===== src/rtl/core_pkg.sv =====
package core_pkg;

    localparam int DW  = 8;
    localparam int PCW = 12;
    localparam int DAW = 11;

    typedef enum logic [2:0] {
        ST_FETCH = 3'd0,
        ST_DEC   = 3'd1,
        ST_ADDR  = 3'd2,
        ST_EXT   = 3'd3,
        ST_LOAD  = 3'd4
    } phase_e;

    typedef enum logic [3:0] {
        OP_SKIP, OP_BRB, OP_LDI, OP_JMP, OP_CALL, OP_LD,
        OP_ST, OP_IN, OP_OUT, OP_MUL, OP_RET
    } op_e;

    typedef struct packed {
        op_e        op;
        logic       r;
        logic       sel;
        logic [3:0] imm;
    } dec_t;

endpackage


===== src/rtl/core_decode.sv =====
module core_decode
    import core_pkg::*;
(
    input  logic [DW-1:0] instr,
    output dec_t          dec
);

    always_comb begin
        dec.op  = OP_RET;
        dec.r   = 1'b0;
        dec.sel = 1'b0;
        dec.imm = instr[3:0];
        casez (instr)
            8'b0000_????: begin
                dec.op  = OP_SKIP;
                dec.r   = instr[3];
                dec.sel = instr[2];
                dec.imm = {2'b00, instr[1:0]};
            end
            8'b0001_????: dec.op = OP_BRB;
            8'b001?_????: begin
                dec.op = OP_LDI;
                dec.r  = instr[4];
            end
            8'b01??_????: dec.op = instr[5] ? OP_CALL : OP_JMP;
            8'b10??_????: begin
                dec.op  = instr[5] ? OP_ST : OP_LD;
                dec.r   = instr[4];
                dec.imm = {1'b0, instr[2:0]};
            end
            8'b1100_????: begin
                dec.op  = OP_IN;
                dec.r   = instr[3];
                dec.sel = instr[2];
            end
            8'b1101_????: begin
                dec.op  = OP_OUT;
                dec.r   = instr[3];
                dec.sel = instr[2];
            end
            8'b1110_????: begin
                dec.op = OP_MUL;
                dec.r  = instr[3];
            end
            default: dec.op = OP_RET;
        endcase
    end

endmodule


===== src/rtl/core_retstack.sv =====
module core_retstack #(
    parameter int DEPTH = 4,
    parameter int W     = 12
) (
    input  logic         clk,
    input  logic         rst_n,
    input  logic         push,
    input  logic         pop,
    input  logic [W-1:0] push_val,
    output logic [W-1:0] top_val
);

    localparam int PW = (DEPTH > 1) ? $clog2(DEPTH) : 1;
    localparam logic [PW-1:0] LAST = PW'(DEPTH - 1);

    typedef struct packed {
        logic [PW-1:0]         ptr;
        logic [DEPTH-1:0][W-1:0] ent;
    } rs_t;

    rs_t st_d, st_q;
    logic [PW-1:0] ptr_inc, ptr_dec;

    always_comb begin
        ptr_inc = (st_q.ptr == LAST) ? '0 : st_q.ptr + PW'(1);
        ptr_dec = (st_q.ptr == '0) ? LAST : st_q.ptr - PW'(1);
        top_val = st_q.ent[ptr_dec];
        st_d    = st_q;
        if (push) begin
            st_d.ent[st_q.ptr] = push_val;
            st_d.ptr           = ptr_inc;
        end else if (pop) begin
            st_d.ptr = ptr_dec;
        end
    end

    always_ff @(posedge clk) begin
        if (!rst_n) st_q <= '0;
        else        st_q <= st_d;
    end

endmodule


===== src/rtl/core_mul.sv =====
module core_mul #(
    parameter int W = 8
) (
    input  logic [W-1:0]   a,
    input  logic [W-1:0]   b,
    output logic [2*W-1:0] prod
);

    logic [W-1:0][2*W-1:0] pp;

    for (genvar i = 0; i < W; i++) begin : g_pp
        assign pp[i] = b[i] ? ({{W{1'b0}}, a} << i) : '0;
    end

    always_comb begin
        prod = '0;
        for (int i = 0; i < W; i++) prod = prod + pp[i];
    end

endmodule


===== src/rtl/tworeg_core.sv =====
module tworeg_core
    import core_pkg::*;
#(
    parameter int RS_DEPTH = 4
) (
    input  logic           clk,
    input  logic           rst_n,
    output logic [PCW-1:0] imem_addr,
    input  logic [DW-1:0]  imem_rdata,
    output logic [DAW-1:0] dmem_addr,
    output logic [DW-1:0]  dmem_wdata,
    output logic           dmem_we,
    input  logic [DW-1:0]  dmem_rdata,
    input  logic [DW-1:0]  in_a,
    input  logic [DW-1:0]  in_b,
    output logic [DW-1:0]  out_a,
    output logic [DW-1:0]  out_b
);

    typedef struct packed {
        phase_e               ph;
        logic [PCW-1:0]       pc;
        logic [1:0][DW-1:0]   rg;
        logic [DW-1:0]        oa;
        logic [DW-1:0]        ob;
        logic [DW-1:0]        ir;
    } core_t;

    core_t cur_d, cur_q;

    logic [DW-1:0]   dec_in;
    dec_t            dec;
    logic [2*DW-1:0] prod;
    logic            rs_push, rs_pop;
    logic [PCW-1:0]  rs_push_val, rs_top;
    logic            dec_phase;
    logic [DW-1:0]   reg0_w, reg1_w;

    assign dec_in    = (cur_q.ph == ST_DEC) ? imem_rdata : cur_q.ir;
    assign dec_phase = (cur_q.ph == ST_DEC);
    assign reg0_w    = cur_q.rg[0];
    assign reg1_w    = cur_q.rg[1];

    core_decode u_dec (
        .instr (dec_in),
        .dec   (dec)
    );

    core_mul #(.W(DW)) u_mul (
        .a    (cur_q.rg[0]),
        .b    (cur_q.rg[1]),
        .prod (prod)
    );

    core_retstack #(.DEPTH(RS_DEPTH), .W(PCW)) u_rs (
        .clk      (clk),
        .rst_n    (rst_n),
        .push     (rs_push),
        .pop      (rs_pop),
        .push_val (rs_push_val),
        .top_val  (rs_top)
    );

    assign imem_addr = (cur_q.ph == ST_FETCH || cur_q.ph == ST_DEC)
                       ? cur_q.pc : cur_q.pc + PCW'(1);
    assign out_a     = cur_q.oa;
    assign out_b     = cur_q.ob;

    always_comb begin
        cur_d       = cur_q;
        rs_push     = 1'b0;
        rs_pop      = 1'b0;
        rs_push_val = cur_q.pc + PCW'(2);
        dmem_we     = 1'b0;
        dmem_addr   = {cur_q.ir[2:0], imem_rdata};
        dmem_wdata  = cur_q.rg[cur_q.ir[4]];
        case (cur_q.ph)
            ST_FETCH: cur_d.ph = ST_DEC;
            ST_DEC: begin
                cur_d.ir = imem_rdata;
                cur_d.ph = ST_FETCH;
                cur_d.pc = cur_q.pc + PCW'(1);
                case (dec.op)
                    OP_SKIP: begin
                        if ((cur_q.rg[dec.r] == '0) != dec.sel)
                            cur_d.pc = cur_q.pc + PCW'(2) + PCW'(dec.imm);
                    end
                    OP_BRB:  cur_d.pc = cur_q.pc - (PCW'(dec.imm) + PCW'(1));
                    OP_LDI:  cur_d.rg[dec.r] = {{(DW-4){dec.imm[3]}}, dec.imm};
                    OP_IN:   cur_d.rg[dec.r] = dec.sel ? in_b : in_a;
                    OP_OUT: begin
                        if (dec.sel) cur_d.ob = cur_q.rg[dec.r];
                        else         cur_d.oa = cur_q.rg[dec.r];
                    end
                    OP_MUL: begin
                        cur_d.rg[dec.r]  = prod[2*DW-1:DW];
                        cur_d.rg[~dec.r] = prod[DW-1:0];
                    end
                    OP_RET: begin
                        rs_pop   = 1'b1;
                        cur_d.pc = rs_top;
                    end
                    default: begin
                        cur_d.ph = ST_ADDR;
                        cur_d.pc = cur_q.pc;
                    end
                endcase
            end
            ST_ADDR: cur_d.ph = ST_EXT;
            ST_EXT: begin
                cur_d.ph = ST_FETCH;
                cur_d.pc = cur_q.pc + PCW'(2);
                case (dec.op)
                    OP_JMP:  cur_d.pc = {dec.imm, imem_rdata};
                    OP_CALL: begin
                        rs_push  = 1'b1;
                        cur_d.pc = {dec.imm, imem_rdata};
                    end
                    OP_ST:   dmem_we = 1'b1;
                    OP_LD: begin
                        cur_d.ph = ST_LOAD;
                        cur_d.pc = cur_q.pc;
                    end
                    default: ;
                endcase
            end
            ST_LOAD: begin
                cur_d.rg[cur_q.ir[4]] = dmem_rdata;
                cur_d.pc              = cur_q.pc + PCW'(2);
                cur_d.ph              = ST_FETCH;
            end
            default: cur_d.ph = ST_FETCH;
        endcase
    end

    always_ff @(posedge clk) begin
        if (!rst_n) cur_q <= '0;
        else        cur_q <= cur_d;
    end

endmodule


===== config.mk =====
export PLATFORM = sky130hd
export DESIGN_NAME = tworeg_core
export DESIGN_NICKNAME = d
export VERILOG_FILES = /design/src/rtl/core_pkg.sv /design/src/rtl/core_decode.sv /design/src/rtl/core_retstack.sv /design/src/rtl/core_mul.sv /design/src/rtl/tworeg_core.sv
export SDC_FILE = /design/constraint.sdc
export NUM_CORES = 1
export LEC_CHECK = 0
export ABC_AREA = 1
export CORE_MARGIN = 2
export CORE_UTILIZATION = 40
export DETAILED_ROUTE_END_ITERATION = 16
export SLEW_MARGIN = 40
export SYNTH_ARGS = -nofsm -noshare
export SYNTH_HDL_FRONTEND = slang
export SYNTH_SLANG_ARGS = --single-unit

===== constraint.sdc =====
create_clock -name clk -period 7.45 [get_ports clk]
set_clock_uncertainty 0.2 [all_clocks]
set_input_delay 1.49 -clock clk [delete_from_list [all_inputs] [get_ports clk]]
set_output_delay 1.49 -clock clk [all_outputs]
set_load 0.02 [all_outputs]

Yosys cells after proc, flatten, opt, wreduce, memory -nomap -nowiden
Cells that the tools add are included.
{ "totals": {"ramBits": 0, "register_bits": 105, "elab_cells": 142, "latch_bits": 0, "input_bits": 34, "rom_bits": 0, "memories": 0} }
{ "op_classes": {"div": 0, "eq_ne": 26, "n_bitwise": 2, "n_shift": 0, "n_reduce_logical": 23, "magnitude_cmp": 9, "mul": 0, "addsub": 14, "muxes": 56} }
{ "ops": {"columns": ["operator", "count"], "rows": [
  ["$bwmux 16", 5],
  ["$mux 8", 10],
  ["$mux 12", 5],
  ["$add 16x16->16", 3],
  ["$bwmux 48", 1],
  ["$pmux 12 s4", 1],
  ["$pmux 16 s3", 1],
  ["$pmux 12 s3", 1],
  ["$pmux 16 s2", 1],
  ["$pmux 4 s8", 1],
  ["$bmux 12 s2", 1],
  ["$demux 12 s2", 1],
  ["$demux 8 s1", 3],
  ["$eq 4x4->1 const B", 6],
  ["$pmux 12 s2", 1],
  ["$add 16x12->16", 1],
  ["$add 16x13->16", 1],
  ["$add 16x14->16", 1],
  ["$add 16x15->16", 1],
  ["$eq 4x3->1 const B", 4],
  ["$mux 15", 1],
  ["$mux 14", 1],
  ["$mux 13", 1],
  ["$add 12x1->12 const B", 1],
  ["other kinds (45)", 77]
]} }

Longest topological paths before layout
{ "logic_depth": {"word_depth": 13, "depth_mapped": 24} }

Modules after synthesis
A second synthesis with hierarchy kept.
{ "hier_totals": {"cells_unflattened": 1587, "area_unflattened_um2": 9909.5} }
{ "modules_own_cells": {"columns": ["module", "n_inst", "cells_per_inst", "area_each_um2", "seq_area_each_um2"], "rows": [
  ["tworeg_core", 1, 901, 5337.6, 1101.1],
  ["core_retstack", 1, 313, 2247.2, 1001.0],
  ["core_mul", 1, 336, 2162.1, 0.0],
  ["core_decode", 1, 37, 162.7, 0.0]
]} }

Worst setup path after synthesis
Ideal clock, no wire load.
{ "synth_timing": {"kind": "reg2reg", "start": "reg cur_q, in the netlist reg1_w[3]", "end": "reg cur_q, in the netlist reg0_w[7]", "slack_ns": 2.711, "path_stages_with_launch": 24, "arrival_ns": 4.443, "period_less_slack_ns": 4.739, "path_buffers": 1, "path_cell_list": "dfxtp_1 -> clkbuf_1 -> nand2_1 -> fa_1 -> inv_1 -> fa_1 -> inv_1 -> fa_1 -> inv_1 -> ha_1 -> ha_1 -> inv_1 -> fa_1 -> o21ai_0 -> nand2_1 -> nand2_1 -> a21o_1 -> a21oi_1 -> xor2_1 -> nand2_1 -> nand3_1 -> nand3_1 -> nand2_1 -> a221oi_1"} }
{ "synth_between": {"elab_chain_len": 10} }
{ "synth_lines": {"columns": ["item", "line_no", "source"], "rows": [
  ["start, declared", "tworeg_core.sv:29", "core_t cur_d, cur_q;"],
  ["start signal, assigned", "tworeg_core.sv:138", "else cur_q <= cur_d;"],
  ["$mux 11 *", "core_mul.sv:12", "assign pp[i] = b[i] ? ({{W{1'b0}}, a} << i) : '0;"],
  ["$add 16x16->16 *", "core_mul.sv:17", "for (int i = 0; i < W; i++) prod = prod + pp[i];"],
  ["$add 16x12->16 *", "core_mul.sv:17", null],
  ["$add 16x13->16 *", "core_mul.sv:17", null],
  ["$add 16x14->16 *", "core_mul.sv:17", null],
  ["$add 16x15->16 *", "core_mul.sv:17", null],
  ["$bwmux 16", "tworeg_core.sv:96", "cur_d.rg[dec.r] = prod[2*DW-1:DW];"],
  ["$bwmux 16 *", "tworeg_core.sv:97", "cur_d.rg[~dec.r] = prod[DW-1:0];"],
  ["$pmux 16 s3 *", "tworeg_core.sv:83", "case (dec.op)"],
  ["$pmux 16 s2 *", "tworeg_core.sv:77", "case (cur_q.ph)"]
]} }
Mark *: on every way between the ends. The rest lies on a longest branch, timed or not.
A chain may end at the register's enable or synchronous reset.

Worst setup path in the final report
{ "layout_timing": {"start": "reg cur_q, in the netlist reg1_w[6]", "end": "reg cur_q, in the netlist reg0_w[7]"} }
{ "layout_between": {"elab_chain_len": 7} }
{ "layout_lines": {"columns": ["item", "line_no"], "rows": [
  ["$mux 14 *", "core_mul.sv:12"],
  ["$add 16x14->16 *", "core_mul.sv:17"],
  ["$add 16x15->16 *", "core_mul.sv:17"],
  ["$bwmux 16", "tworeg_core.sv:96"],
  ["$bwmux 16 *", "tworeg_core.sv:97"],
  ["$pmux 16 s3 *", "tworeg_core.sv:83"],
  ["$pmux 16 s2 *", "tworeg_core.sv:77"]
]} }
Marks and branches as above.

==> flow_summary.ini <==
[floorplan]
dieArea_sq_um = 24720
start_util = 0.4037
die_height_um = 157.2
pin_count = 82
num_rows = 56
core_area_sq_um = 23260
fp.dieW_um = 157.2

[synth]
synthAdderAreaFrac = 0.1452
synth.distinct_cells = 50
synth_compound_area_frac = 0.2132
synth_top_area_frac = 0.2239
synthTopCellsByArea = dfxtp_1 (22%), nand2_1 (12%), inv_1 (9.4%), o21ai_0 (8.8%), fa_1 (8.5%)
yosys_register_bits = 105
yosysTopAreaCell = dfxtp_1
synthMuxAreaShare = 0.001066
ys_seq_area_frac = 0.2239
synth_edf_count = 0
ys.flop_type = dfxtp_1
synth.net_count = 1557
syn_avg_cell_area_sq_um = 6.530
synth_xor_area_frac = 0.02518
async_reset_ff_frac = 0
synthSimpleGateAreaFrac = 0.2410
synth_top_family_by_area = simple AND/OR/NAND/NOR gates
syn_area_sq_um = 9390
ys_warn_count = 0
synthCells = 1438

[power_and_ir_drop]
p_int_uw = 1059
peakVddDrop_uv = 113.5
swShare = 0.4273
pwr-share-comb = 0.372
power.share.clock = 0.275
p_leak_uw = 0.004985
power_density_nw_per_um2 = 176.5
p_switching_uw = 790.1
seq_power_share = 0.353

[clocking]
cts_tree = built
cts.clk_slew.worst_paths_ps = 90
cts_root_buf = clkbuf_16
htreeDepth = 3
cts_hold_buf = 0
cts_made_buffers = 9
clockBufferDepth = 2
cts_post_setup_buffers_inserted = 0
clk-insertion-delay-late_ps = 370
cts_resized = 0
cts_sinks = 105

[worst_hold_path]
min_path_type = reg -> reg

[setup_path]
setup.worst_path.end_class = flop
arrival_ps = 5360
crit_type = reg -> reg
cpPeakStageDelay_ps = 760
cpLargestDelayFamily = adder cells
crit_fanout = 12
start_kind = flop
critPathBufInv = 3
crit_top_cell = nand2_1
crit_path_cell_trace = nand2_1 > inv_1 > fa_1 > fa_1 > fa_1 > inv_1 > fa_1 > inv_1 > ha_1 > nand2_1 > o21ai_0 > nand2_1 > nand2_1 > a21o_1 > a21oi_1 > xor2_1 > nand2_1 > nand3_1 > nand3_1 > nand2_1 > a221oi_1
critPathSlowestCell = dfxtp_1
cp.required_ps = 7510

[timing]
final_max_slew_viol_count = 0
setup_viol = 0
fin_crit_sh = 0.7102
hold_viol = 0
fin_tns_setup_ps = 0
relSlewSlack = 0.4579
layout_min_cycle_time_ps = 5291
max_freq_mhz = 189.0
worst_pin_slew_ps = 811.2
holdWs_ps = 246.8
rsz0062_at_grt = no

[layout]
nFillCells = 2480
final_common_cell = nand2_1
n_antenna_cell = 0
final_cell_mix = nand2_1 (303), inv_1 (235), o21ai_0 (165)
drive_above_1_share = 0.05052
syn_to_final_growth_pct = 11.58
nets = 1559

[grt]
overflow = 0
grt_pass1_vias = 8499
gr-usage-all-layers = 0.2375
antenna_found_initial = 0
grt_max_degree = 75
grt_pass1_wl_um = 45870

[routing]
viasPerCell = 5.206
wl_per_cell_um = 16.24
initialDrtViolationCount = 726
dr.pass1.iters = 5
drcViolationCount = 0
via_count = 9183
ant_nets = 0
drt_wl_total_um = 28650

[flow_run]
maxCapViolations = 0

[placement]
io_buffers = 81
dpl.hpwl_um = 21340
place_congestion = 0.9061

[outcome]
status = complete, no violations
[area by class of cell]
class,instances,area [sq um],area share
Clock inverter,7,91.34,0.008717
Inverter,243,913.4,0.08717
Timing Repair Buffer,88,858.3,0.08192
Tap cell,319,399.1,0.03809
Clock buffer,9,225.2,0.02150
Multi-Input combinational cell,993,5888,0.5620
Sequential cell,105,2102,0.2006
[sequential cells by signal, indices dropped and copies added, names as in the netlist]
name / flops
cur_q: 20
dmem_addr: 3
out_a: 8
out_b: 8
reg0_w: 8
reg1_w: 8
u_rs.st_q: 50
[worst register-to-register path: cells and delay by family, from the launching register on]
kind | cells | cell delay [ps]
flops | 1 | 760
simple gates | 8 | 730
fa+ha+maj | 5 | 2360
buf+inv | 3 | 190
compound gates | 4 | 800
xor+xnor | 1 | 150
[power groups by stage]
| stage | combinational, uW | sequential (uW) | clock, uW |
|---|---|---|---|
| 2_1_floorplan | 510 | 616 | 0 |
| 3_3_place_gp | 675 | 665 | 0 |
| 3_5_place_dp | 678 | 664 | 0 |
| 4_1_cts | 681 | 651 | 514 |
| 5_1_grt | 761 | 658 | 531 |
| 6_report | 688 | 652 | 508 |
[cell families (layout without fill, tap and decap cells)]
family,after synthesis,count (layout)
AO/OA/AOI/OAI,365,365
XOR/XNOR,27,27
adder cells (fa/ha/maj),85,85
buffers and inverters,340,347
flip-flops,105,105
multiplexers,1,1
AND/OR/NAND/NOR,515,515
[per-stage QoR]
stage               setup slack, ps  area, sq um    util  total power, uW  cells
floorplan                      2711         9390       -             1127   1438
global placement               1764        10150  0.4363             1340   1748
detailed placement             1643        10160  0.4367             1342   1748
finish                         2159        10480  0.4504             1849   1764
global route                   1696        10480  0.4504             1950   1764
CTS                            1997        10480  0.4503             1846   1764
[path summary, 6_finish.rpt]
| kind | start | endpoint | slack, ps | cells after the start |
|---|---|---|---|---|
| setup / recovery | reg1_w[6] | reg0_w[7] | 2160 | 21 |
| hold / removal | u_rs.st_q[23] | u_rs.st_q[23] | 250 | 2 |
| setup reg to reg | reg1_w[6] | reg0_w[7] | 2160 | 21 |
| hold reg to reg | u_rs.st_q[23] | u_rs.st_q[23] | 250 | 2 |
[cell usage after synthesis (all sizes together), types with 4 or more instances]
cell type / instances
nor4: 4
o211ai: 11
nand3: 88
dfxtp: 105
fa: 40
nor3: 9
xor2: 23
nor2: 73
clkbuf: 52
o31ai: 4
ha: 45
xnor2: 4
buf: 45
nand4: 7
nand2: 328
or2: 4
o21ai: 166
inv: 239
clkinv: 4
a21oi: 145
a221oi: 18
[layer usage]
layer  vias up  track usage  share of wire
met3        39      0.03524          0.059
li1       4610            -              -
met1      4254       0.3240           0.47
met5         -            0              0
met4         0      0.06580          0.021
met2       280       0.3909           0.45
Note: power is estimated with default switching activity, not from simulation.
